File: config.mk
export PLATFORM = sky130hd
export DESIGN_NAME = intc_core
export DESIGN_NICKNAME = d
export VERILOG_FILES = /design/src/rtl/intc_pkg.sv /design/src/rtl/intc_mask_build.sv /design/src/rtl/intc_float.sv /design/src/rtl/intc_cpu_slice.sv /design/src/rtl/intc_core.sv
export SDC_FILE = /design/constraint.sdc
export NUM_CORES = 1
export LEC_CHECK = 0
export BUFFER_PORTS_ARGS = -buffer_cell sky130_fd_sc_hd__clkbuf_2
export CELL_PAD_IN_SITES_DETAIL_PLACEMENT = 1
export CELL_PAD_IN_SITES_GLOBAL_PLACEMENT = 1
export CORE_AREA = 3 3 429 431
export CTS_BUF_LIST = sky130_fd_sc_hd__clkbuf_4 sky130_fd_sc_hd__clkbuf_8
export CTS_CLUSTER_SIZE = 20
export DETAILED_ROUTE_END_ITERATION = 6
export DIE_AREA = 0 0 432 434
export HOLD_SLACK_MARGIN = 0.08
export PLACE_DENSITY = 0.3
export SYNTH_ARGS = -nofsm -noshare
export SYNTH_HDL_FRONTEND = slang
export SYNTH_SLANG_ARGS = --single-unit
File: constraint.sdc
create_clock -name clk -period 2.05 [get_ports clk]
set_input_delay 0.5125 -clock clk [delete_from_list [all_inputs] [get_ports clk]]
set_output_delay 0.5125 -clock clk [all_outputs]
set_load 0.05 [all_outputs]
File: src/rtl/intc_pkg.sv
package intc_pkg;
  localparam int unsigned WORD      = 32;
  localparam int unsigned NFLT      = 4;
  localparam int unsigned PER_SHIFT = 8;
  localparam int unsigned B_INTR    = 31;

  localparam logic [WORD-1:0] S_INIT   = 32'h0000_0001;
  localparam logic [WORD-1:0] M_INIT   = 32'h8000_000A;
  localparam logic [WORD-1:0] M_IO     = 32'h4000_0000;
  localparam logic [WORD-1:0] M_MCK    = 32'h1F00_0000;
  localparam logic [WORD-1:0] M_PER    = 32'h00F9_0000;
  localparam logic [WORD-1:0] M_EXT_CR = 32'h0000_FEF0;
  localparam logic [WORD-1:0] M_EXT    = 32'h0000_FFF0;
  localparam logic [WORD-1:0] M_LOCAL  = 32'h0000_ED8A;
  localparam logic [WORD-1:0] M_CLR    = 32'h8000_ED8A;
  localparam logic [WORD-1:0] M_FLT    = 32'h5000_0240;
  localparam logic [WORD-1:0] M_OPEN   = M_MCK | M_EXT | M_IO;
  localparam int unsigned B_ITMR = 7;
  localparam int unsigned B_VTMR = 8;
  localparam int unsigned B_WAIT = 0;
  localparam int unsigned B_IO   = 30;

  typedef struct packed {
    logic io_en;
    logic mck_en;
    logic ext_en;
    logic per_mode;
    logic wait_st;
  } psw_ctl_t;

  localparam int unsigned PSWW = $bits(psw_ctl_t);

  // shared source index to bit position
  function automatic int unsigned flt_pos(input int unsigned k);
    case (k)
      0:       flt_pos = 30;
      1:       flt_pos = 28;
      2:       flt_pos = 6;
      default: flt_pos = 9;
    endcase
  endfunction
endpackage

File: src/rtl/intc_mask_build.sv
module intc_mask_build
  import intc_pkg::*;
#(
  parameter bit VTIMER_EN = 1'b1
) (
  input  logic [WORD-1:0] cur_mask,
  input  logic [WORD-1:0] cr0,
  input  logic [WORD-1:0] cr14,
  input  psw_ctl_t        psw,
  output logic [WORD-1:0] new_mask
);
  logic [WORD-1:0] ext_term;

  generate
    if (VTIMER_EN) begin : g_vt
      always_comb begin
        ext_term = cr0 & M_EXT_CR;
        ext_term[B_VTMR] = cr0[B_ITMR];
      end
    end else begin : g_novt
      always_comb ext_term = cr0 & M_EXT_CR;
    end
  endgenerate

  always_comb begin
    new_mask = M_INIT;
    if (psw.io_en)    new_mask = new_mask | M_IO;
    if (psw.mck_en)   new_mask = new_mask | (cr14 & M_MCK);
    if (psw.per_mode) new_mask = new_mask | (cur_mask & M_PER);
    if (psw.ext_en)   new_mask = new_mask | ext_term;
    if (psw.wait_st)  new_mask[B_WAIT] = 1'b1;
  end
endmodule

File: src/rtl/intc_float.sv
module intc_float
  import intc_pkg::*;
(
  input  logic            clk,
  input  logic            rst_n,
  input  logic [NFLT-1:0] set_req,
  input  logic [NFLT-1:0] clr_req,
  output logic [NFLT-1:0] act_set,
  output logic [NFLT-1:0] act_clr,
  output logic [WORD-1:0] sys_word
);
  logic [NFLT-1:0] sys_q, sys_n;
  logic            sys_en;

  always_comb begin
    act_set = set_req & ~sys_q;
    act_clr = clr_req & sys_q & ~set_req;
    sys_n   = (sys_q | act_set) & ~act_clr;
    sys_en  = |(act_set | act_clr);
  end

  always_ff @(posedge clk or negedge rst_n) begin
    if (!rst_n)      sys_q <= '0;
    else if (sys_en) sys_q <= sys_n;
  end

  always_comb begin
    sys_word = '0;
    for (int unsigned k = 0; k < NFLT; k++) sys_word[flt_pos(k)] = sys_q[k];
  end
endmodule

File: src/rtl/intc_cpu_slice.sv
module intc_cpu_slice
  import intc_pkg::*;
#(
  parameter bit VTIMER_EN = 1'b1
) (
  input  logic            clk,
  input  logic            rst_n,
  input  logic            started,
  input  logic            mask_load,
  input  psw_ctl_t        psw,
  input  logic [WORD-1:0] cr0,
  input  logic [WORD-1:0] cr14,
  input  logic            cr9_load,
  input  logic [WORD-1:0] cr9,
  input  logic [WORD-1:0] per_evt,
  input  logic [WORD-1:0] loc_set,
  input  logic [WORD-1:0] loc_clr,
  input  logic [NFLT-1:0] flt_set_act,
  input  logic [NFLT-1:0] flt_clr_act,
  output logic [WORD-1:0] state_q,
  output logic [WORD-1:0] mask_q
);
  logic [WORD-1:0] built, state_n, mask_n, lset, fset;
  logic            upd;

  intc_mask_build #(.VTIMER_EN(VTIMER_EN)) u_build (
    .cur_mask (mask_q),
    .cr0      (cr0),
    .cr14     (cr14),
    .psw      (psw),
    .new_mask (built)
  );

  always_comb begin
    state_n = state_q & ~(loc_clr & M_CLR);
    fset    = '0;
    for (int unsigned k = 0; k < NFLT; k++) begin
      if (started && flt_clr_act[k]) state_n[flt_pos(k)] = 1'b0;
      if (started && flt_set_act[k]) fset[flt_pos(k)] = 1'b1;
    end
    if (cr9_load) state_n = (state_n & ~M_PER) | ((cr9 >> PER_SHIFT) & M_PER);
    lset    = loc_set & M_LOCAL;
    state_n = state_n | lset | fset;
    if (|((lset | fset) & mask_q)) state_n[B_INTR] = 1'b1;

    mask_n = mask_load ? built : mask_q;
    mask_n = mask_n | (per_evt & M_PER);
    if (cr9_load) mask_n = mask_n & (~M_PER | state_n);

    upd = mask_load | cr9_load | (|per_evt) | (|loc_set) | (|loc_clr) |
          (started & (|(flt_set_act | flt_clr_act)));
  end

  always_ff @(posedge clk or negedge rst_n) begin
    if (!rst_n) begin
      state_q <= S_INIT;
      mask_q  <= M_INIT;
    end else if (upd) begin
      state_q <= state_n;
      mask_q  <= mask_n;
    end
  end
endmodule

File: src/rtl/intc_core.sv
module intc_core
  import intc_pkg::*;
#(
  parameter int unsigned NCPU      = 4,
  parameter bit          VTIMER_EN = 1'b1
) (
  input  logic                 clk,
  input  logic                 rst_n,
  input  logic [NCPU-1:0]      started_i,
  input  logic [NCPU-1:0]      mask_load_i,
  input  logic [NCPU*5-1:0]    psw_i,
  input  logic [NCPU*32-1:0]   cr0_i,
  input  logic [NCPU*32-1:0]   cr14_i,
  input  logic [NCPU-1:0]      cr9_load_i,
  input  logic [NCPU*32-1:0]   cr9_i,
  input  logic [NCPU*32-1:0]   per_evt_i,
  input  logic [NCPU*32-1:0]   loc_set_i,
  input  logic [NCPU*32-1:0]   loc_clr_i,
  input  logic [3:0]           flt_set_i,
  input  logic [3:0]           flt_clr_i,
  output logic [NCPU*32-1:0]   state_o,
  output logic [NCPU*32-1:0]   mask_o,
  output logic [NCPU-1:0]      pend_o,
  output logic [NCPU-1:0]      dwait_o,
  output logic [31:0]          sys_o
);
  logic [NFLT-1:0] act_set, act_clr;

  intc_float u_float (
    .clk      (clk),
    .rst_n    (rst_n),
    .set_req  (flt_set_i),
    .clr_req  (flt_clr_i),
    .act_set  (act_set),
    .act_clr  (act_clr),
    .sys_word (sys_o)
  );

  for (genvar c = 0; c < NCPU; c++) begin : g_cpu
    logic [WORD-1:0] st, mk;

    intc_cpu_slice #(.VTIMER_EN(VTIMER_EN)) u_slice (
      .clk         (clk),
      .rst_n       (rst_n),
      .started     (started_i[c]),
      .mask_load   (mask_load_i[c]),
      .psw         (psw_ctl_t'(psw_i[c*PSWW +: PSWW])),
      .cr0         (cr0_i[c*WORD +: WORD]),
      .cr14        (cr14_i[c*WORD +: WORD]),
      .cr9_load    (cr9_load_i[c]),
      .cr9         (cr9_i[c*WORD +: WORD]),
      .per_evt     (per_evt_i[c*WORD +: WORD]),
      .loc_set     (loc_set_i[c*WORD +: WORD]),
      .loc_clr     (loc_clr_i[c*WORD +: WORD]),
      .flt_set_act (act_set),
      .flt_clr_act (act_clr),
      .state_q     (st),
      .mask_q      (mk)
    );

    assign state_o[c*WORD +: WORD] = st;
    assign mask_o[c*WORD +: WORD]  = mk;
    assign pend_o[c]               = |(st & mk);
    assign dwait_o[c]              = ((mk & M_OPEN) == '0);
  end
endmodule

# Word-level counts from Yosys, hierarchy flattened
# Cells that the tools add are included.
# word_totals
elab_cells	455
input_bits	810
regBits	260
# classes
n_mux	164
n_reduce_logical	89
n_lt_le_gt_ge	64
bitwise_logic	129
# op_table
cell	count
two-way mux 32 bit	88
AND 32 bit	32
>= comparator 32 x 1 -> 1 bit, second input constant	32
less-than comparator 32 x 6 -> 1 bit, second input constant	32
NOT 32 bit	20
OR reduction 32 bit	20
OR 32 bit	16
OR 32 x 24 -> 32 bit	12
OR 32 x 16 -> 32 bit	8
demux 1 bit (select 5 bit)	32
zero test 32 bit	4
OR 16 x 32 -> 32 bit	4
OR 32 x 29 -> 32 bit	4
two-way mux 31 bit	4
logical AND 1 bit	64
two-way mux 1 bit	40
OR 1 bit	20
AND 4 bit	4
NOT 4 bit	3
OR 4 bit	2
AND 1 bit	4
OR reduction 4 bit	1

# Longest topological paths before layout
# Gate-level depths: netlist (run 1).
# logic_depth
word_depth	23
ltp_mapped	5
ltp_nobuf	4

# Modules after synthesis
# A second synthesis (run 1) with hierarchy kept.
# hier_totals
hier_cells	957
hier_area_um2	11023.1
# by_module_without_submodules
mod	area_per_inst_um2	n_inst	cells_each	seq_area_each_um2
intc_cpu_slice	2225.9	4	164	1305.0
intc_mask_build	231.5	4	35	0.0
intc_core	779.5	1	108	0.0
intc_float	414.1	1	53	100.1

# Least setup slack after synthesis (run 1)
# No wires, ideal clock.
# synth_timing
path_type	register to output
start	register g_cpu[1].u_slice.mask_q[8]
end	output dwait_o[1]
setup_slack_ns	-0.932
path_stages_with_launch	4
path_buffers	0
t_arrival_ns	2.469
cell_sequence	dfrtp_1 nor4_1 nand4_1 nor4_1
# synth_between
elab_chain_len	1
# synth_rtl
element	line_no	text
from (decl)	intc_cpu_slice.sv:21	output logic [WORD-1:0] mask_q
from (signal assigned)	intc_cpu_slice.sv:60	mask_q <= mask_n;
zero test 32 bit	intc_core.sv:64	assign dwait_o[c] = ((mk & M_OPEN) == '0);
to (decl)	intc_core.sv:24	output logic [NCPU-1:0] dwait_o,
# Every way passes these cells.

# Worst setup path in the final report (run 1)
# layout_timing
start	register g_cpu[2].u_slice.mask_q[30]
end	output pend_o[2]
# layout_between
elab_chain_len	2
# layout_rtl
element	line_no	text
from (decl)	intc_cpu_slice.sv:21	
from (signal assigned)	intc_cpu_slice.sv:60	
AND 32 bit	intc_core.sv:63	assign pend_o[c] = |(st & mk);
OR reduction 32 bit	intc_core.sv:63	
to (decl)	intc_core.sv:23	output logic [NCPU-1:0] pend_o,
# Every way passes these cells.

==> impl_metrics.csv, run 1 <==
group,metric,value,unit
power_and_ir_drop,switching_share,45.0,%
placed_design,place_hpwl,66.0,mm
grt,grt_pass1_wl,97.1,mm
timing,fmax,334,MHz
power_and_ir_drop,ir_worst_vdd,471,uV
yosys,yosysTopAreaCellShare,52.2,%
routing,drt-total-wl,76.1,mm
clocking,cts_tree,"built",
grt,gr-usage-met3,3.09,%
clocking,h-tree-depth,4,
setup_path,r2r-end,"g_cpu[2].u_slice.state_q[31]",
timing,slew_viol_final,0,
yosys,ys.flop_type,"dfrtp_1",
yosys,synth-edff-count,0,
yosys,async_flop_share,100,%
timing,fin_ws,-0.940,ns
timing,setup_violations,11,
min_path,hold_end,"g_cpu[2].u_slice.mask_q[9]",
yosys,synth_top_area_cell,"dfrtp_1",
timing,hold_viol,0,
setup_path,reg2reg_depth,6,
timing,period_needed,2.99,ns
yosys,syn_inst,900,
grt,grt_pass1_vias,10229,
setup_path,crit_type,"reg -> out",
setup_path,path_cells,"a222oi_1 > buf_4 > nand4_1 > or2_4 > clkbuf_16",
min_path,min_path_type,"in -> reg",
placed_design,gp_congestion,0.731,
setup_path,reg2reg_from,"g_cpu[2].u_slice.mask_q[11]",
grt,grt_util_met2,13.7,%
die,die_w,432,um
timing,skew,0.0276,ns
grt,antenna_found_initial,41,
die,coreArea,0.181,mm^2
grt,grt_max_degree,41,
setup_path,cp_data_arrival_time,2.48,ns
run_status,violations,"setup timing",
setup_path,reg2reg_slack,-0.26,ns
setup_path,critPathMaxStageDelay,0.66,ns
final_layout,final_net_count,2463,
setup_path,end_kind,"output pin",
setup_path,cp_num_buf_inv,2,
clocking,numCtsBuffers,17,
power_and_ir_drop,internal_power,6940,uW
final_layout,fillers,21369,
clocking,clock_latency,0.60,ns
routing,vias,9292,
routing,first_iter_violations,274,
timing,period_share,146,%
job,cap_viol_max_count,0,
yosys,ys_seq_elements,180,
final_layout,register_area,0.00458,mm^2
yosys,avgSynthCellArea,9.60,um^2
yosys,synth_cell_types,33,
final_layout,layout-drive-gt1-share,43.9,%
final_layout,layout.cells.non_filler,4048,
grt,top_usage_layer,"met2",
die,start_util,4.78,%
placed_design,dp_slack,-0.750,ns
yosys,syn-cell-area,0.00864,mm^2
clocking,ctsLongestPathBuffers,2,
placed_design,dp_cells,3828,
min_path,hp-start,"cr0_i[73]",
routing,dr.pass1.iters,6,
setup_path,cp_slowest_cell,"a222oi_1",
yosys,yosysMostFrequentCell,"dfrtp_1",
timing,rsz0062_at_grt,"yes",
timing,max-slew-margin-rel,36.3,%
min_path,hold_depth,3,
power_and_ir_drop,powerDensity,701,mW/mm^2
timing,worstMarginPinSlew,0.955,ns
timing,holdWs,0.178,ns
routing,routedWlPerCell,18.8,um
routing,postRouteAntennaNets,0,
grt,gr-total-overflow,0,
power_and_ir_drop,leakage,0.00782,uW
yosys,synth_commonest_cells,"dfrtp_1, inv_1, buf_4",
power_and_ir_drop,seq_power_share,34.5,%
power_and_ir_drop,switchingPower,5670,uW
grt,grt_use_met1,9.23,%
yosys,yosys_warnings,0,
run_status,status,"complete, but fails checks",
routing,post_drt_via_cell_ratio,2.30,
power_and_ir_drop,power.share.clock,22.2,%
yosys,seq_area_frac_synth,52.2,%
yosys,synth_area_leaders,"dfrtp_1, buf_4, inv_1",
final_layout,area_growth,108,%
setup_path,worstSetupStartpointType,"flip-flop",
die,die-area,0.187,mm^2
grt,grt.total_usage,7.95,%
clocking,cts_root_buf,"clkbuf_8",
die,rows,156,
clocking,path_clk_slew,0.12,ns
die,io_pins,1106,
die,die_h,434,um
clocking,cts_sinks,180,
power_and_ir_drop,p_comb_share,43.3,%
final_layout,multi_input_area,0.00328,mm^2
setup_path,path_max_fanout,2,
placed_design,port_buffers,421,
setup_path,cp.required,1.54,ns
routing,route.detailed.drc,0,
setup_path,critPathTopFamily,"compound AO/OA/AOI/OAI gates",
-- final cells by class --
cell class | count | share of cell area (%)
clock inverter | 12 | 0.660
clock buffer | 20 | 1.46
tap | 2370 | 16.5
antenna | 12 | 0.167
inverter | 131 | 2.73
timing repair buffer | 767 | 34.8
multi-input combinational | 556 | 18.2
sequential | 180 | 25.5
-- power groups by stage --
stage	combinational, uW	clock, uW	sequential, uW
finish	5460	2800	4350
floorplan	1290	0	5590
CTS	5620	3080	4390
global placement	4720	0	4430
global route	5840	3180	4430
detailed placement	4720	0	4430
-- placed cells by master (no fill, tap or decap), types with 12 or more instances in the layout --
cell type | synthesis | final
conb_1 | 2 | 104
clkbuf_2 | 0 | 309
mux2_1 | 24 | 24
dfrtp_2 | 0 | 63
buf_4 | 109 | 154
nand4_1 | 12 | 12
a21oi_1 | 80 | 80
nor2_1 | 16 | 16
nand3_1 | 43 | 43
a21o_1 | 36 | 36
buf_6 | 0 | 28
a22oi_1 | 20 | 20
o21ai_0 | 43 | 43
clkbuf_4 | 0 | 38
diode_2 | 0 | 12
o21ai_1 | 33 | 33
dfrtp_1 | 180 | 117
dlygate4sd3_1 | 0 | 160
inv_1 | 131 | 131
clkbuf_8 | 0 | 41
nand2_1 | 62 | 62
clkbuf_16 | 0 | 26
-- flip-flops by register name (all words and copies together) (netlist names) --
register	flops
u_float.sys_q	4
g_cpu.u_slice.state_q	80
g_cpu.u_slice.mask_q	96
-- metal layers --
layer  up-vias  share of wire, %
li1       4362                 -
met1      4514                40
met2       321                50
met3        79               8.6
met4        16               1.7
met5         -              0.14
-- cell families after synthesis --
kind of cell / synth area share (%)
buffers and inverters: 16.3
AO/OA/AOI/OAI: 17.3
flip-flops: 52.2
AND/OR/NAND/NOR: 9.95
multiplexers: 4.17
other: 0.0870
-- worst max-delay path by stage --
stage / startpoint / endpoint / slack [ns] / cells after the start
after floorplan: g_cpu[3].u_slice.mask_q[10] / dwait_o[3] / -0.05 / 3
after global placement: g_cpu[2].u_slice.mask_q[30] / pend_o[2] / -0.75 / 5
final: g_cpu[2].u_slice.mask_q[30] / pend_o[2] / -0.94 / 5
after detailed placement: g_cpu[2].u_slice.mask_q[30] / pend_o[2] / -0.75 / 5
after CTS: g_cpu[2].u_slice.mask_q[30] / pend_o[2] / -1.37 / 5
after global routing: g_cpu[2].u_slice.mask_q[30] / pend_o[2] / -1.33 / 5
-- worst min-delay path, delay by kind of cell --
| kind | cells | cell delay [ns] |
|---|---|---|
| buf+inv | 1 | 0.11 |
| simple gates | 1 | 0.05 |
| compound gates | 1 | 0.06 |
-- through the flow --
stage | utilization (%) | setup TNS, ns | area, um^2 | total power, uW
global placement | 8.16 | -2.10 | 14700 | 9150
detailed placement | 8.16 | -2.16 | 14700 | 9150
CTS | 9.93 | -8.16 | 17900 | 13100
finish | 9.97 | -5.39 | 18000 | 12600
global route | 9.96 | -8.36 | 18000 | 13500
floorplan | - | -0.190 | 9150 | 6880
-- what timing repair did --
item                                   4_1_cts  5_1_grt
hold buffers                               160        0
pin swaps                                   13        7
endpoints found under the hold margin      277        0
resized for setup                          238       29
buffers inserted                            15        8
setup endpoints to repair                   96       45
Note: power is estimated with default switching activity, not from simulation.
==> run 2, diff against run 1 <==
--- a/config.mk
+++ b/config.mk
@@ -8,11 +8,11 @@
 export BUFFER_PORTS_ARGS = -buffer_cell sky130_fd_sc_hd__clkbuf_2
 export CELL_PAD_IN_SITES_DETAIL_PLACEMENT = 1
 export CELL_PAD_IN_SITES_GLOBAL_PLACEMENT = 1
-export CORE_AREA = 3 3 429 431
+export CORE_AREA = 2 2 428 430
 export CTS_BUF_LIST = sky130_fd_sc_hd__clkbuf_4 sky130_fd_sc_hd__clkbuf_8
 export CTS_CLUSTER_SIZE = 20
 export DETAILED_ROUTE_END_ITERATION = 6
-export DIE_AREA = 0 0 432 434
+export DIE_AREA = 0 0 430 432
 export HOLD_SLACK_MARGIN = 0.08
 export PLACE_DENSITY = 0.3
 export SYNTH_ARGS = -nofsm -noshare
==> run 2 against run 1 <==
  * The flow still finishes with violations (setup timing)
  * Combinational power shrank 3%
  * Total power shrank 0.21%
  * Core utilization shrank 0.21 points
  * Hold slack lost 0.018 ns
  * Sequential cell count is the same
  * Sequential share of layout area grew 0.40 points
  * Critical endpoint is now pend_o[1]
  * Largest power group unchanged
==> impl_metrics.csv, run 2 (same netlist as run 1, synthesis figures left out) <==
group,metric,value,unit
run_status,status,"complete, but fails checks",
run_status,violations,"setup timing",
setup_path,cp_data_arrival_time,2.32,ns
min_path,hold_end,"g_cpu[2].u_slice.state_q[1]",
grt,grt_pass1_wl,96.3,mm
timing,slew_viol_final,0,
final_layout,finalInstanceArea,0.0177,mm^2
setup_path,cp_slowest_cell,"dfrtp_2",
timing,worstMarginPinSlew,0.853,ns
grt,antenna_found_initial,42,
routing,drt-total-wl,74.5,mm
final_layout,final_net_count,2432,
final_layout,final_common_cell,"clkbuf_2",
die,start_util,4.75,%
routing,postRouteAntennaNets,0,
setup_path,reg2reg_depth,6,
setup_path,startpoint,"g_cpu[1].u_slice.state_q[13]",
timing,period_share,138,%
setup_path,critPathTopFamily,"simple AND/OR/NAND/NOR gates",
clocking,numCtsBuffers,17,
timing,max-slew-margin-rel,43.2,%
min_path,hp-start,"loc_set_i[65]",
routing,vias,9242,
power_and_ir_drop,powerDensity,709,mW/mm^2
clocking,cts_root_buf,"clkbuf_8",
die,rows,157,
grt,gr-total-overflow,0,
setup_path,reg2reg_from,"g_cpu[2].u_slice.mask_q[13]",
routing,route.detailed.drc,0,
min_path,min_path_type,"in -> reg",
timing,fin_ws,-0.778,ns
setup_path,crit_type,"reg -> out",
clocking,cts_sinks,180,
final_layout,final_cell_mix,"clkbuf_2, buf_4, dlygate4sd3_1",
setup_path,reg2reg_slack,-0.18,ns
final_layout,top_regs,"g_cpu.u_slice.mask_q x96, g_cpu.u_slice.state_q x80, u_float.sys_q x4",
final_layout,area_growth,105,%
setup_path,end_kind,"output pin",
timing,hold_viol,0,
timing,skew,0.0410,ns
setup_path,cp.required,1.54,ns
timing,setup_violations,9,
clocking,clock_latency,0.62,ns
setup_path,critPathMaxStageDelay,0.48,ns
timing,rsz0062_at_grt,"yes",
min_path,hold_depth,2,
timing,final.setup.tns,-5.03,ns
power_and_ir_drop,total_power,12600,uW
setup_path,cp_num_buf_inv,2,
job,cap_viol_max_count,0,
clocking,ctsLongestPathBuffers,2,
die,io_pins,1106,
timing,period_needed,2.83,ns
routing,dr.pass1.iters,4,
placed_design,place_hpwl,64.4,mm
timing,fmax,354,MHz
final_layout,fillers,21481,
setup_path,r2r-end,"g_cpu[2].u_slice.state_q[31]",
grt,grt.total_usage,7.94,%
setup_path,path_max_fanout,2,
placed_design,placed_cell_area,0.0147,mm^2
setup_path,worstSetupStartpointType,"flip-flop",
placed_design,port_buffers,421,
die,die_h,432,um
power_and_ir_drop,ir_worst_vdd,500,uV
routing,first_iter_violations,310,
die,coreArea,0.182,mm^2
routing,post_drt_via_cell_ratio,2.29,
final_layout,layout-drive-gt1-share,44.6,%
clocking,cts_tree,"built",
final_layout,largest_reg_flops,96,
die,die_w,430,um
placed_design,gp_congestion,0.716,
die,die-area,0.186,mm^2
setup_path,path_cells,"a222oi_1 > buf_4 > nand4_1 > or2_4 > buf_8",
clocking,h-tree-depth,4,
power_and_ir_drop,leakage,0.00767,uW
grt,grt_max_degree,40,
routing,routedWlPerCell,18.5,um
clocking,path_clk_slew,0.12,ns
grt,grt_pass1_vias,9906,
final_layout,top_register,"g_cpu.u_slice.mask_q",
==> run 2: repair_timing <==
action	4_1_cts	5_1_grt
pin swaps	17	4
setup buffers	14	7
hold buffers	140	0
hold endpoints to repair	150	0
gates cloned	0	0
gates resized for setup	234	34
endpoints found under the setup margin	87	35
==> run 2: layer usage <==
layer  up-vias  routed length [um]  global-route usage (%)
li1       4314                   -                       -
met1      4527               32400                    9.93
met2       318               36300                    13.3
met3        67                4290                    2.21
met4        16                1500                    2.08
met5         -                  96                       0
==> run 2: per-stage QoR <==
| stage | util [%] | worst slack, ns | std cells | hold WS, ns |
|---|---|---|---|---|
| finish | 9.76 | -0.778 | 4032 | 0.160 |
| global route | 9.75 | -0.983 | 4024 | 0.0880 |
| CTS | 9.70 | -0.962 | 4017 | 0.0802 |
| detailed placement | 8.07 | -0.408 | 3835 | 0.491 |
| global placement | 8.07 | -0.408 | 3835 | 0.480 |
| floorplan | - | -0.0477 | 1002 | 0.217 |
==> run 2: worst max path at each step <==
| stage | to | slack, ns | cells after the start |
|---|---|---|---|
| global route | pend_o[1] | -0.98 | 5 |
| CTS | pend_o[1] | -0.96 | 5 |
| floorplan | dwait_o[3] | -0.05 | 3 |
| global placement | pend_o[0] | -0.41 | 6 |
| finish | pend_o[1] | -0.78 | 5 |
| detailed placement | pend_o[0] | -0.41 | 6 |
==> run 2: report_power, final <==
part	switching, uW	internal [uW]	leakage [uW]
clock network	1770	1100	0.000204
registers	457	3940	0.00207
logic	3460	1860	0.00539
total	5690	6900	0.00767
==> run 2: layout make-up <==
class | instances | area, um^2 | share of cell area (%)
Sequential cell | 180 | 4590 | 25.9
Inverter | 131 | 492 | 2.77
Clock buffer | 21 | 283 | 1.59
Tap cell | 2385 | 2980 | 16.8
Antenna cell | 12 | 30.0 | 0.169
Clock inverter | 11 | 115 | 0.649
Multi-Input combinational cell | 556 | 3370 | 19.0
Timing Repair Buffer | 736 | 5880 | 33.1
==> run 3, diff against run 2 <==
--- a/config.mk
+++ b/config.mk
@@ -15,6 +15,7 @@
 export DIE_AREA = 0 0 430 432
 export HOLD_SLACK_MARGIN = 0.08
 export PLACE_DENSITY = 0.3
+export RECOVER_POWER = 50
 export SYNTH_ARGS = -nofsm -noshare
 export SYNTH_HDL_FRONTEND = slang
 export SYNTH_SLANG_ARGS = --single-unit
==> run 3 against run 2 <==
  * The run ends with capacitance limit, slew limit, setup timing left
  * Hold slack better by 0.0047 ns
  * Wire length is essentially flat
  * Non-clock buffer count stayed put
  * Maximum frequency is 1.2% lower
  * Clock power hardly changed
  * Critical path depth is the same
  * Design area decreased by 0.79%
  * Sequential power barely moved
  * Largest power group unchanged
  * Core utilization shrank 0.077 points
  * Setup slack worse by 0.033 ns
  * Sequential share of layout area grew 0.19 points
==> impl_metrics.csv, run 3 (same netlist as run 1, synthesis figures left out) <==
group,metric,value,unit
timing,worstMarginPinSlew,1.60,ns
power_and_ir_drop,switching_share,45.3,%
clocking,cts_sinks,180,
job,cap_viol_max_count,1,
clocking,ctsLongestPathBuffers,2,
grt,grt_pass1_wl,96.3,mm
placed_design,port_buffers,421,
clocking,numCtsBuffers,17,
timing,rsz0062_at_grt,"yes",
clocking,h-tree-depth,4,
final_layout,multi_input_area,0.00337,mm^2
routing,routedWlPerCell,18.5,um
power_and_ir_drop,ir_worst_vdd,495,uV
setup_path,end_kind,"output pin",
final_layout,register_area,0.00459,mm^2
final_layout,largest_reg_flops,96,
setup_path,critPathTopFamily,"simple AND/OR/NAND/NOR gates",
placed_design,gp_congestion,0.716,
timing,skew,0.0407,ns
timing,slew_viol_final,39,
final_layout,final_net_count,2432,
power_and_ir_drop,internal_power,6860,uW
timing,fmax,350,MHz
grt,grt.total_usage,7.94,%
power_and_ir_drop,power.share.clock,22.9,%
grt,grt_pass1_vias,9906,
setup_path,reg2reg_from,"g_cpu[2].u_slice.mask_q[13]",
routing,vias,9275,
min_path,min_path_type,"in -> reg",
min_path,hold_depth,2,
placed_design,placed_cell_area,0.0147,mm^2
placed_design,dp_cells,3835,
die,rows,157,
timing,fin_ws,-0.811,ns
clocking,path_clk_slew,0.12,ns
setup_path,startpoint,"g_cpu[1].u_slice.state_q[20]",
setup_path,critical_path_depth,5,
final_layout,top_register,"g_cpu.u_slice.mask_q",
timing,hold_viol,0,
final_layout,layout.cells.non_filler,4027,
timing,final.setup.tns,-5.06,ns
timing,period_share,140,%
setup_path,cp.required,1.54,ns
power_and_ir_drop,seq_power_share,35.0,%
clocking,cts_tree,"built",
timing,period_needed,2.86,ns
power_and_ir_drop,switchingPower,5680,uW
die,die-area,0.186,mm^2
routing,drt-total-wl,74.6,mm
grt,grt_max_degree,40,
power_and_ir_drop,p_comb_share,42.1,%
final_layout,fillers,21503,
setup_path,worstSetupStartpointType,"flip-flop",
routing,dr.pass1.iters,4,
clocking,clock_latency,0.61,ns
final_layout,layout-drive-gt1-share,42.0,%
die,coreArea,0.182,mm^2
placed_design,place_hpwl,64.4,mm
die,die_w,430,um
power_and_ir_drop,total_power,12500,uW
final_layout,final_cell_mix,"clkbuf_2, dlygate4sd3_1, inv_1",
die,io_pins,1106,
setup_path,cp_num_buf_inv,1,
power_and_ir_drop,powerDensity,712,mW/mm^2
die,die_h,432,um
grt,antenna_found_initial,42,
routing,postRouteAntennaNets,0,
final_layout,finalInstanceArea,0.0176,mm^2
timing,max-slew-margin-rel,-6.83,%
setup_path,cp_data_arrival_time,2.35,ns
min_path,hp-start,"loc_set_i[74]",
timing,setup_violations,11,
power_and_ir_drop,leakage,0.00752,uW
run_status,status,"complete, but fails checks",
routing,first_iter_violations,317,
grt,gr-total-overflow,0,
setup_path,path_max_fanout,2,
setup_path,critPathMaxStageDelay,0.52,ns
die,start_util,4.75,%
setup_path,cp_slowest_cell,"dfrtp_1",
clocking,cts_root_buf,"clkbuf_8",
setup_path,crit_type,"reg -> out",
final_layout,top_regs,"g_cpu.u_slice.mask_q x96, g_cpu.u_slice.state_q x80, u_float.sys_q x4",
setup_path,reg2reg_depth,6,
routing,route.detailed.drc,0,
routing,post_drt_via_cell_ratio,2.30,
timing,holdWs,0.164,ns
final_layout,area_growth,104,%
run_status,violations,"capacitance limit, slew limit, setup timing",
final_layout,final_common_cell,"clkbuf_2",
setup_path,path_cells,"a22o_1 > a221oi_1 > nand4_1 > or2_4 > buf_8",
run 3: cell types whose count changed in the layout (fill, tap and decap cells not counted), moves of 5 or more:
| cell | delta |
|---|---|
| clkbuf_2 | -22 |
| diode_2 | -5 |
| o21ai_0 | +15 |
| buf_4 | -26 |
| clkbuf_4 | +9 |
| o21ai_1 | -15 |
| clkbuf_1 | +40 |
run 3: layer usage:
metal  vias up  track usage [%]  share of wire, %
met5         -                0              0.13
met4        16             2.08               2.1
met3        76             2.21               5.5
met2       336             13.3                49
met1      4541             9.93                44
li1       4306                -                 -
run 3: layout make-up:
type / count / area share [%]
tap: 2385 / 17.0
multi-input combinational: 556 / 19.1
inverter: 131 / 2.79
clock buffer: 21 / 1.61
clock inverter: 11 / 0.654
antenna: 7 / 0.0995
sequential: 180 / 26.1
timing repair buffer: 736 / 32.7
run 3: worst paths after layout:
check	endpoint	slack [ns]
setup / recovery	pend_o[1]	-0.81
hold / removal	g_cpu[2].u_slice.state_q[10]	0.16
setup reg to reg	g_cpu[2].u_slice.state_q[31]	-0.02
hold reg to reg	g_cpu[0].u_slice.state_q[20]	0.53
max in group asynchronous	g_cpu[3].u_slice.mask_q[14]	0.13
min in group asynchronous	g_cpu[1].u_slice.mask_q[10]	0.84
run 3: repair_timing:
action / 4_1_cts / 5_1_grt
pin swaps: 17 / 4
endpoints found under the hold margin: 150 / 0
endpoints found under the setup margin: 87 / 35
resized for setup: 234 / 34
hold buffers: 140 / 0
setup buffers: 14 / 7
run 3: metrics by stage:
step	util, %	worst slack (ns)
floorplan	-	-0.0477
global placement	8.07	-0.408
detailed placement	8.07	-0.408
CTS	9.70	-0.962
global route	9.68	-0.983
finish	9.69	-0.811
run 3: power by group through the flow:
| stage | clock [uW] | combinational (uW) | sequential (uW) |
|---|---|---|---|
| 2_1_floorplan | 0 | 1290 | 5590 |
| 3_3_place_gp | 0 | 4640 | 4450 |
| 3_5_place_dp | 0 | 4630 | 4450 |
| 4_1_cts | 3140 | 5420 | 4420 |
| 5_1_grt | 3230 | 5630 | 4460 |
| 6_report | 2870 | 5270 | 4390 |
